## src/rtl/exc_entry_pkg.sv

```systemverilog
package exc_entry_pkg;

    localparam int XLEN   = 32;
    localparam int CODE_W = 5;
    localparam int DBG_W  = 6;

    // status and cause bit positions used by neighbours
    localparam int ST_CU0   = 28;
    localparam int ST_BEV   = 22;
    localparam int ST_SOFT  = 20;
    localparam int ST_NMI   = 19;
    localparam int CA_BD    = 31;
    localparam int CA_IV    = 23;
    localparam int CA_CODE_LO = 2;
    localparam int CA_CODE_HI = CA_CODE_LO + CODE_W - 1;

    typedef enum logic [4:0] {
        K_INT       = 5'd0,
        K_TLB_MOD   = 5'd1,
        K_TLB_LOAD  = 5'd2,
        K_TLB_STORE = 5'd3,
        K_ADDR_LOAD = 5'd4,
        K_ADDR_STOR = 5'd5,
        K_IBUS      = 5'd6,
        K_DBUS      = 5'd7,
        K_SYSCALL   = 5'd8,
        K_BREAK     = 5'd9,
        K_RESVD     = 5'd10,
        K_COPROC    = 5'd11,
        K_OVF       = 5'd12,
        K_TRAP      = 5'd13,
        K_WATCH     = 5'd14,
        K_MCHECK    = 5'd15,
        K_RESET     = 5'd16,
        K_SRESET    = 5'd17,
        K_NMI       = 5'd18,
        K_DSTEP     = 5'd19,
        K_DINT      = 5'd20,
        K_DIBRK     = 5'd21,
        K_DBRK      = 5'd22,
        K_DLOAD     = 5'd23,
        K_DSTORE    = 5'd24
    } exc_kind_e;

    typedef enum logic [1:0] {
        CLS_GEN = 2'd0,
        CLS_ERR = 2'd1,
        CLS_DBG = 2'd2,
        CLS_BAD = 2'd3
    } exc_class_e;

    typedef struct packed {
        logic              done;
        logic              err;
        logic [XLEN-1:0]   pc;
        logic              epc_we;
        logic [XLEN-1:0]   epc;
        logic              eepc_we;
        logic [XLEN-1:0]   eepc;
        logic              depc_we;
        logic [XLEN-1:0]   depc;
        logic              cause_we;
        logic [XLEN-1:0]   cause;
        logic              stat_we;
        logic [XLEN-1:0]   stat;
        logic              wclr;
        logic              dsclr;
        logic [DBG_W-1:0]  dbg;
        logic              mode_we;
        logic              exl;
        logic              erl;
        logic              dm;
    } entry_regs_t;

endpackage

```

## src/rtl/exc_decode.sv

```systemverilog
module exc_decode
    import exc_entry_pkg::*;
(
    input  logic [4:0]        kind_i,
    input  logic              dm_i,
    output exc_class_e        cls_o,
    output logic [CODE_W-1:0] code_o,
    output logic [DBG_W-1:0]  dbg_hot_o,
    output logic              is_int_o,
    output logic              is_tlb_o,
    output logic              is_step_o,
    output logic              st_soft_o,
    output logic              st_nmi_o,
    output logic              clr_watch_o
);

    exc_kind_e kind;

    always_comb begin
        kind = exc_kind_e'(kind_i);
        // an interrupt seen in debug mode becomes a debug interrupt
        if (kind == K_INT && dm_i) begin
            kind = K_DINT;
        end
    end

    always_comb begin
        cls_o       = CLS_GEN;
        code_o      = '0;
        dbg_hot_o   = '0;
        is_int_o    = 1'b0;
        is_tlb_o    = 1'b0;
        is_step_o   = 1'b0;
        st_soft_o   = 1'b0;
        st_nmi_o    = 1'b0;
        clr_watch_o = 1'b0;
        unique case (kind)
            K_INT:       begin code_o = 5'd0; is_int_o = 1'b1; end
            K_TLB_MOD:   code_o = 5'd1;
            K_TLB_LOAD:  begin code_o = 5'd2; is_tlb_o = 1'b1; end
            K_TLB_STORE: begin code_o = 5'd3; is_tlb_o = 1'b1; end
            K_ADDR_LOAD,
            K_ADDR_STOR: code_o = 5'd4;
            K_IBUS:      code_o = 5'd6;
            K_DBUS:      code_o = 5'd7;
            K_SYSCALL:   code_o = 5'd8;
            K_BREAK:     code_o = 5'd9;
            K_RESVD:     code_o = 5'd10;
            K_COPROC:    code_o = 5'd11;
            K_OVF:       code_o = 5'd12;
            K_TRAP:      code_o = 5'd13;
            K_WATCH:     code_o = 5'd23;
            K_MCHECK:    code_o = 5'd24;
            K_RESET:     begin cls_o = CLS_ERR; clr_watch_o = 1'b1; end
            K_SRESET:    begin cls_o = CLS_ERR; clr_watch_o = 1'b1; st_soft_o = 1'b1; end
            K_NMI:       begin cls_o = CLS_ERR; st_nmi_o = 1'b1; end
            K_DSTEP:     begin cls_o = CLS_DBG; dbg_hot_o[0] = 1'b1; is_step_o = 1'b1; end
            K_DBRK:      begin cls_o = CLS_DBG; dbg_hot_o[1] = 1'b1; end
            K_DLOAD:     begin cls_o = CLS_DBG; dbg_hot_o[2] = 1'b1; end
            K_DSTORE:    begin cls_o = CLS_DBG; dbg_hot_o[3] = 1'b1; end
            K_DIBRK:     begin cls_o = CLS_DBG; dbg_hot_o[4] = 1'b1; end
            K_DINT:      begin cls_o = CLS_DBG; dbg_hot_o[5] = 1'b1; end
            default:     cls_o = CLS_BAD;
        endcase
    end

endmodule

```

## src/rtl/exc_vector.sv

```systemverilog
module exc_vector
    import exc_entry_pkg::*;
#(
    parameter logic [XLEN-1:0] ERR_VEC    = 32'hBFC0_0000,
    parameter logic [XLEN-1:0] BOOT_BASE  = 32'hBFC0_0200,
    parameter logic [XLEN-1:0] RUN_BASE   = 32'h8000_0000,
    parameter logic [XLEN-1:0] DBG_VEC    = 32'hBFC0_0480,
    parameter logic [XLEN-1:0] OFS_GEN    = 32'h0000_0180,
    parameter logic [XLEN-1:0] OFS_INT    = 32'h0000_0200,
    parameter logic [XLEN-1:0] OFS_REFILL = 32'h0000_0000
) (
    input  exc_class_e       cls_i,
    input  logic             bev_i,
    input  logic             iv_i,
    input  logic             is_int_i,
    input  logic             is_tlb_i,
    input  logic             refill_i,
    input  logic             exl_i,
    output logic [XLEN-1:0]  vec_o
);

    logic [XLEN-1:0] ofs;
    logic [XLEN-1:0] base;

    always_comb begin
        ofs = OFS_GEN;
        if (is_int_i && iv_i) begin
            ofs = OFS_INT;
        end else if (is_tlb_i && refill_i && !exl_i) begin
            ofs = OFS_REFILL;
        end
        base = bev_i ? BOOT_BASE : RUN_BASE;
        unique case (cls_i)
            CLS_GEN: vec_o = base + ofs;
            CLS_ERR: vec_o = ERR_VEC;
            CLS_DBG: vec_o = DBG_VEC;
            default: vec_o = '0;
        endcase
    end

endmodule

```

## src/rtl/exc_return.sv

```systemverilog
module exc_return
    import exc_entry_pkg::*;
#(
    parameter int INSN_BYTES = 4
) (
    input  logic [XLEN-1:0] pc_i,
    input  logic            in_dslot_i,
    input  logic            no_fix_i,
    output logic [XLEN-1:0] ret_o
);

    localparam logic [XLEN-1:0] STEP_BACK = XLEN'(INSN_BYTES);

    always_comb begin
        if (in_dslot_i && !no_fix_i) begin
            ret_o = pc_i - STEP_BACK;
        end else begin
            ret_o = pc_i;
        end
    end

endmodule

```

## src/rtl/exc_entry_unit.sv

```systemverilog
module exc_entry_unit
    import exc_entry_pkg::*;
#(
    parameter logic [31:0] ERR_VEC   = 32'hBFC0_0000,
    parameter logic [31:0] BOOT_BASE = 32'hBFC0_0200,
    parameter logic [31:0] RUN_BASE  = 32'h8000_0000,
    parameter logic [31:0] DBG_VEC   = 32'hBFC0_0480
) (
    input  logic        clk,
    input  logic        rst_n,
    input  logic        req_i,
    input  logic [4:0]  kind_i,
    input  logic        refill_i,
    input  logic [31:0] pc_i,
    input  logic        in_dslot_i,
    input  logic        status_bev_i,
    input  logic [31:0] cause_i,
    input  logic        exl_i,
    input  logic        erl_i,
    input  logic        dm_i,
    output logic        done_o,
    output logic        err_o,
    output logic [31:0] new_pc_o,
    output logic        epc_we_o,
    output logic [31:0] epc_o,
    output logic        errepc_we_o,
    output logic [31:0] errepc_o,
    output logic        depc_we_o,
    output logic [31:0] depc_o,
    output logic        cause_we_o,
    output logic [31:0] cause_o,
    output logic        status_we_o,
    output logic [31:0] status_o,
    output logic        watch_clr_o,
    output logic        dslot_clr_o,
    output logic [5:0]  dbg_set_o,
    output logic        mode_we_o,
    output logic        exl_o,
    output logic        erl_o,
    output logic        dm_o
);

    exc_class_e        cls;
    logic [CODE_W-1:0] code;
    logic [DBG_W-1:0]  dbg_hot;
    logic              is_int, is_tlb, is_step;
    logic              st_soft, st_nmi, clr_watch;
    logic [XLEN-1:0]   vec;
    logic [XLEN-1:0]   ret_pc;

    exc_decode u_decode (
        .kind_i      (kind_i),
        .dm_i        (dm_i),
        .cls_o       (cls),
        .code_o      (code),
        .dbg_hot_o   (dbg_hot),
        .is_int_o    (is_int),
        .is_tlb_o    (is_tlb),
        .is_step_o   (is_step),
        .st_soft_o   (st_soft),
        .st_nmi_o    (st_nmi),
        .clr_watch_o (clr_watch)
    );

    exc_vector #(
        .ERR_VEC   (ERR_VEC),
        .BOOT_BASE (BOOT_BASE),
        .RUN_BASE  (RUN_BASE),
        .DBG_VEC   (DBG_VEC)
    ) u_vector (
        .cls_i    (cls),
        .bev_i    (status_bev_i),
        .iv_i     (cause_i[CA_IV]),
        .is_int_i (is_int),
        .is_tlb_i (is_tlb),
        .refill_i (refill_i),
        .exl_i    (exl_i),
        .vec_o    (vec)
    );

    exc_return u_return (
        .pc_i       (pc_i),
        .in_dslot_i (in_dslot_i),
        .no_fix_i   (is_step),
        .ret_o      (ret_pc)
    );

    entry_regs_t regs_d, regs_q;

    always_comb begin
        regs_d          = regs_q;
        regs_d.done     = 1'b0;
        regs_d.err      = 1'b0;
        regs_d.epc_we   = 1'b0;
        regs_d.eepc_we  = 1'b0;
        regs_d.depc_we  = 1'b0;
        regs_d.cause_we = 1'b0;
        regs_d.stat_we  = 1'b0;
        regs_d.wclr     = 1'b0;
        regs_d.dsclr    = 1'b0;
        regs_d.dbg      = '0;
        regs_d.mode_we  = 1'b0;
        if (req_i) begin
            unique case (cls)
                CLS_GEN: begin
                    regs_d.done     = 1'b1;
                    regs_d.pc       = vec;
                    regs_d.epc_we   = 1'b1;
                    regs_d.epc      = ret_pc;
                    regs_d.cause_we = 1'b1;
                    regs_d.cause    = cause_i;
                    regs_d.cause[CA_CODE_HI:CA_CODE_LO] = code;
                    regs_d.cause[CA_BD] = in_dslot_i;
                    regs_d.dsclr    = 1'b1;
                    regs_d.mode_we  = 1'b1;
                    regs_d.exl      = 1'b1;
                    regs_d.erl      = erl_i;
                    regs_d.dm       = dm_i;
                end
                CLS_ERR: begin
                    regs_d.done     = 1'b1;
                    regs_d.pc       = vec;
                    regs_d.eepc_we  = 1'b1;
                    regs_d.eepc     = ret_pc;
                    regs_d.stat_we  = 1'b1;
                    regs_d.stat     = '0;
                    regs_d.stat[ST_CU0]  = 1'b1;
                    regs_d.stat[ST_BEV]  = 1'b1;
                    regs_d.stat[ST_SOFT] = st_soft;
                    regs_d.stat[ST_NMI]  = st_nmi;
                    regs_d.wclr     = clr_watch;
                    regs_d.dsclr    = 1'b1;
                    regs_d.mode_we  = 1'b1;
                    regs_d.exl      = 1'b0;
                    regs_d.erl      = 1'b1;
                    regs_d.dm       = 1'b0;
                end
                CLS_DBG: begin
                    regs_d.done     = 1'b1;
                    regs_d.pc       = vec;
                    regs_d.depc_we  = 1'b1;
                    regs_d.depc     = ret_pc;
                    regs_d.dbg      = dbg_hot;
                    regs_d.dsclr    = !is_step;
                    regs_d.mode_we  = 1'b1;
                    regs_d.exl      = exl_i;
                    regs_d.erl      = erl_i;
                    regs_d.dm       = 1'b1;
                end
                default: begin
                    regs_d.err      = 1'b1;
                end
            endcase
        end
    end

    always_ff @(posedge clk or negedge rst_n) begin
        if (!rst_n) begin
            regs_q <= '0;
        end else begin
            regs_q <= regs_d;
        end
    end

    assign done_o      = regs_q.done;
    assign err_o       = regs_q.err;
    assign new_pc_o    = regs_q.pc;
    assign epc_we_o    = regs_q.epc_we;
    assign epc_o       = regs_q.epc;
    assign errepc_we_o = regs_q.eepc_we;
    assign errepc_o    = regs_q.eepc;
    assign depc_we_o   = regs_q.depc_we;
    assign depc_o      = regs_q.depc;
    assign cause_we_o  = regs_q.cause_we;
    assign cause_o     = regs_q.cause;
    assign status_we_o = regs_q.stat_we;
    assign status_o    = regs_q.stat;
    assign watch_clr_o = regs_q.wclr;
    assign dslot_clr_o = regs_q.dsclr;
    assign dbg_set_o   = regs_q.dbg;
    assign mode_we_o   = regs_q.mode_we;
    assign exl_o       = regs_q.exl;
    assign erl_o       = regs_q.erl;
    assign dm_o        = regs_q.dm;

    AST_REQ_ANSWERED: assert property (@(posedge clk) disable iff (!rst_n)
        req_i |=> (done_o ^ err_o));

    AST_IDLE_QUIET: assert property (@(posedge clk) disable iff (!rst_n)
        !req_i |=> !(done_o || err_o || mode_we_o || cause_we_o || status_we_o));

    AST_BD_TRACKS_SLOT: assert property (@(posedge clk) disable iff (!rst_n)
        epc_we_o |-> (cause_o[31] == $past(in_dslot_i)));

    AST_EPC_NEAR_PC: assert property (@(posedge clk) disable iff (!rst_n)
        epc_we_o |-> (epc_o == $past(pc_i) || epc_o == $past(pc_i) - 32'd4));

    AST_ERR_CLASS_VEC: assert property (@(posedge clk) disable iff (!rst_n)
        errepc_we_o |-> (new_pc_o == ERR_VEC && erl_o && !exl_o));

    AST_DBG_MODE_SET: assert property (@(posedge clk) disable iff (!rst_n)
        depc_we_o |-> (dm_o && $countones(dbg_set_o) == 1));

    AST_BAD_KIND_HOLDS: assert property (@(posedge clk) disable iff (!rst_n)
        err_o |-> ($stable(new_pc_o) && !mode_we_o && !done_o));

    AST_ONE_RETURN_REG: assert property (@(posedge clk) disable iff (!rst_n)
        $onehot0({epc_we_o, errepc_we_o, depc_we_o}));

endmodule

```

## config.mk

```make
export PLATFORM = sky130hd
export DESIGN_NAME = exc_entry_unit
export DESIGN_NICKNAME = d
export VERILOG_FILES = /design/src/rtl/exc_entry_pkg.sv /design/src/rtl/exc_decode.sv /design/src/rtl/exc_vector.sv /design/src/rtl/exc_return.sv /design/src/rtl/exc_entry_unit.sv
export SDC_FILE = /design/constraint.sdc
export NUM_CORES = 1
export LEC_CHECK = 0
export BUFFER_PORTS_ARGS = -buffer_cell sky130_fd_sc_hd__buf_4
export CAP_MARGIN = 20
export CORE_MARGIN = 8
export CORE_UTILIZATION = 40
export CTS_CLUSTER_SIZE = 12
export DETAILED_ROUTE_END_ITERATION = 16
export HOLD_SLACK_MARGIN = 0.05
export PLACE_DENSITY = 0.72
export RECOVER_POWER = 50
export SLEW_MARGIN = 20
export SYNTH_ARGS = -nofsm -noshare
export SYNTH_HDL_FRONTEND = slang
export SYNTH_SLANG_ARGS = --single-unit
```

## constraint.sdc

```tcl
create_clock -name clk -period 1.5 [get_ports clk]
set_clock_uncertainty 0.2 [all_clocks]
set_input_delay 0.3 -clock clk [delete_from_list [all_inputs] [get_ports clk]]
set_output_delay 0.3 -clock clk [all_outputs]
set_load 0.01 [all_outputs]
```

==> metrics <==
layout filler cell count=1,118; clock slew at reported path FFs=0.06 ns; Port Buf Inserts=235; largest net degree at the start of global routing=40; gp weighted congestion=0.869; Hold Crit Class=primary input to flip-flop; initial antenna violation count=0; Area Growth Syn to Fin=77.1%; first-pass GRT wire length=38,100 um; Overflow after GRT=0; Root Driver=clkbuf_16; RSZ-0062 raised after global routing=yes; Die Y=148 um; cell count after placement=1,177; Crit Path Category=primary input to flip-flop; synthesized instance count=656; Clock Sinks=153; dominant synthesized flop cell=dfrtp_1; Post-DP HPWL=16,000 um; core area=0.0171 mm2; Syn. warnings=0; crit start category=primary input; final period utilization=137%; die width=148 um; IR Drop Worst-Case VDD=0.000812 V; Final Slew Violations=0; layout cells sized above 1=58.4%; Async SR Flop Fraction=100%; failing checks=negative setup slack; outcome=complete, but fails checks; mean post-synth cell area=10.6 um2; # diodes=0; drt drc=0; flops & latches, synth=153; Die ar.=0.0218 mm2; Detailed Routing Iterations Pass 1=5; Routed Antenna Nets=0; Starting Density=40.5%; vias post-DR=6,664; commonest non-fill, non-tap cell in the layout=buf_4; Final #Nets=1,162; wire per inst=20.5 um; r2r startpoint=new_pc_o[29]$_DFFE_PN0P_; final WL=27,000 um; Cell variety after synth=44; arrival time worst endpoint=2.19 ns; IO Pins=289; hold depth=3; leak pwr=0.00590 uW; worst endpoint required time=1.64 ns; Pwr Density=1120 mW/mm2; CP Max Fanout=17; DRT iter0 DRCs=344; vias in the first global route=6,897; highest-count cells in the layout ignoring fill and taps=buf_4, dfrtp_1, nand2_1; Slew headroom=56.3%; Crit. Startpoint=kind_i[2]; Hold Vio Cnt, Final=0; Fmax achieved=487 MHz; final worst slack=-0.552 ns; TritonCTS clock tree=built; Bufs on Longest Clock Path=2; number of core rows=48; Worst Setup End Kind=flip-flop; H-tree levels=4; Max-Cap Viols=0; cell count of the worst reg-to-reg path=4; Post-synth EDFFs=0; Tightest Pin Transition=0.656 ns; sequential fraction of the synthesis area=55.2%; Tmin final=2.05 ns; Setup TNS=-62.43 ns; Final Setup Violations=163; hold_sp=in_dslot_i; CTS buffer count=17; non-filler instance count after layout=1,317; average vias per placed instance=5.06; Post-Syn Area=0.00693 mm2; Skew-Pair Late Insertion Delay=0.42 ns; GRT Total Usage=22.4%
==> per-layer routing <==
layer / share of wire, % / global-route usage (%)
met1: 37 / 25.4
met5: 0 / 0
met2: 53 / 39.5
met4: 4.4 / 10.9
met3: 5.8 / 4.77
==> flip-flops by register name (all words and copies together), names as in the netlist, 3 cells and up <==
signal / count
dbg_set_o: 6
status_o: 3
cause_o: 32
errepc_o: 32
epc_o: 32
depc_o: 32
new_pc_o: 6
==> logic make-up (layout without fill, tap and decap cells) <==
group | Yosys count | in the layout | share of synthesized area (%)
compound gates | 126 | 126 | 10.0
flops | 153 | 153 | 55.2
other cells | 1 | 47 | 0.0541
buf+inv | 105 | 495 | 9.31
simple gates | 204 | 204 | 15.5
xor+xnor | 29 | 29 | 3.66
mux | 33 | 33 | 5.36
fa+ha+maj | 5 | 5 | 0.903
==> stage by stage <==
| stage | setup slack [ns] | instance area [um2] | power, uW | utilization [%] | hold slack (ns) |
|---|---|---|---|---|---|
| CTS | -0.409 | 11600 | 13100 | 67.5 | 0.0559 |
| finish | -0.552 | 12300 | 13700 | 71.7 | 0.0637 |
| floorplan | -0.792 | 7360 | 6670 | - | -0.196 |
| global placement | -0.871 | 9590 | 8450 | 56.0 | -0.0276 |
| global route | -0.569 | 12300 | 14300 | 71.7 | 0.0585 |
| detailed placement | -0.940 | 9590 | 8550 | 56.0 | -0.0271 |
==> critical path, stage by stage <==
cell and delay [ns]:
buf_8 0.10, or3b_4 0.42, a21oi_4 0.16, inv_2 0.07, ha_4 0.16, nand2b_4 0.15, a21oi_4 0.17, o21ai_4 0.12
buf_12 0.18, buf_4 0.15, o21ai_1 0.18
==> repair_timing <==
action | 4_1_cts | 5_1_grt
setup buffers | 27 | 29
hold endpoints to repair | 197 | 0
hold buffers | 37 | 0
resized for setup | 173 | 151
cloned | 12 | 7
pin swaps | 46 | 32
setup endpoints to repair | 162 | 186
==> final timing paths <==
path                       slack, ns                       end
hold reg to reg                 0.28   errepc_o[9]$_DFFE_PN0P_
min in group asynchronous       0.24     dslot_clr_o$_DFF_PN0_
setup / recovery               -0.55     epc_o[27]$_DFFE_PN0P_
max in group asynchronous       0.14      epc_o[4]$_DFFE_PN0P_
setup reg to reg                0.42  new_pc_o[29]$_DFFE_PN0P_
hold / removal                  0.06   cause_o[31]$_DFFE_PN0P_
==> power by group <==
| part | switching [uW] | total [uW] | internal, uW |
|---|---|---|---|
| Clock | 1690 | 4130 | 2440 |
| Sequential | 505 | 5350 | 4840 |
| Combinational | 1960 | 4220 | 2250 |
| Total | 4160 | 13700 | 9530 |
==> cell type report <==
type                    count  area (um2)  share of cell area, %
repair buffers            451        4140                   33.7
clock inverters            12         128                   1.04
clock buffers              20         437                   3.56
inverters                  12        50.0                  0.408
flip-flops and latches    153        3830                   31.2
multi-input cells         444        3410                   27.8
well taps                 225         282                   2.29
==> synthesized netlist by cell type, types with 6 or more instances <==
master    count  area share, %
mux2_2       33            5.4
nand2_1     119            6.4
or3_1         6           0.54
buf_2         6           0.43
o21ai_0     103            7.4
nor3_1       15            1.1
nor4_1        7           0.63
buf_4        59            6.4
a21oi_1       9           0.65
xnor2_1      27            3.4
nor2_1       14           0.76
clkbuf_1     24            1.3
inv_1        12           0.65
dfrtp_1     153             55
nor4_2       10            1.8
Note: power is estimated with default switching activity, not from simulation.
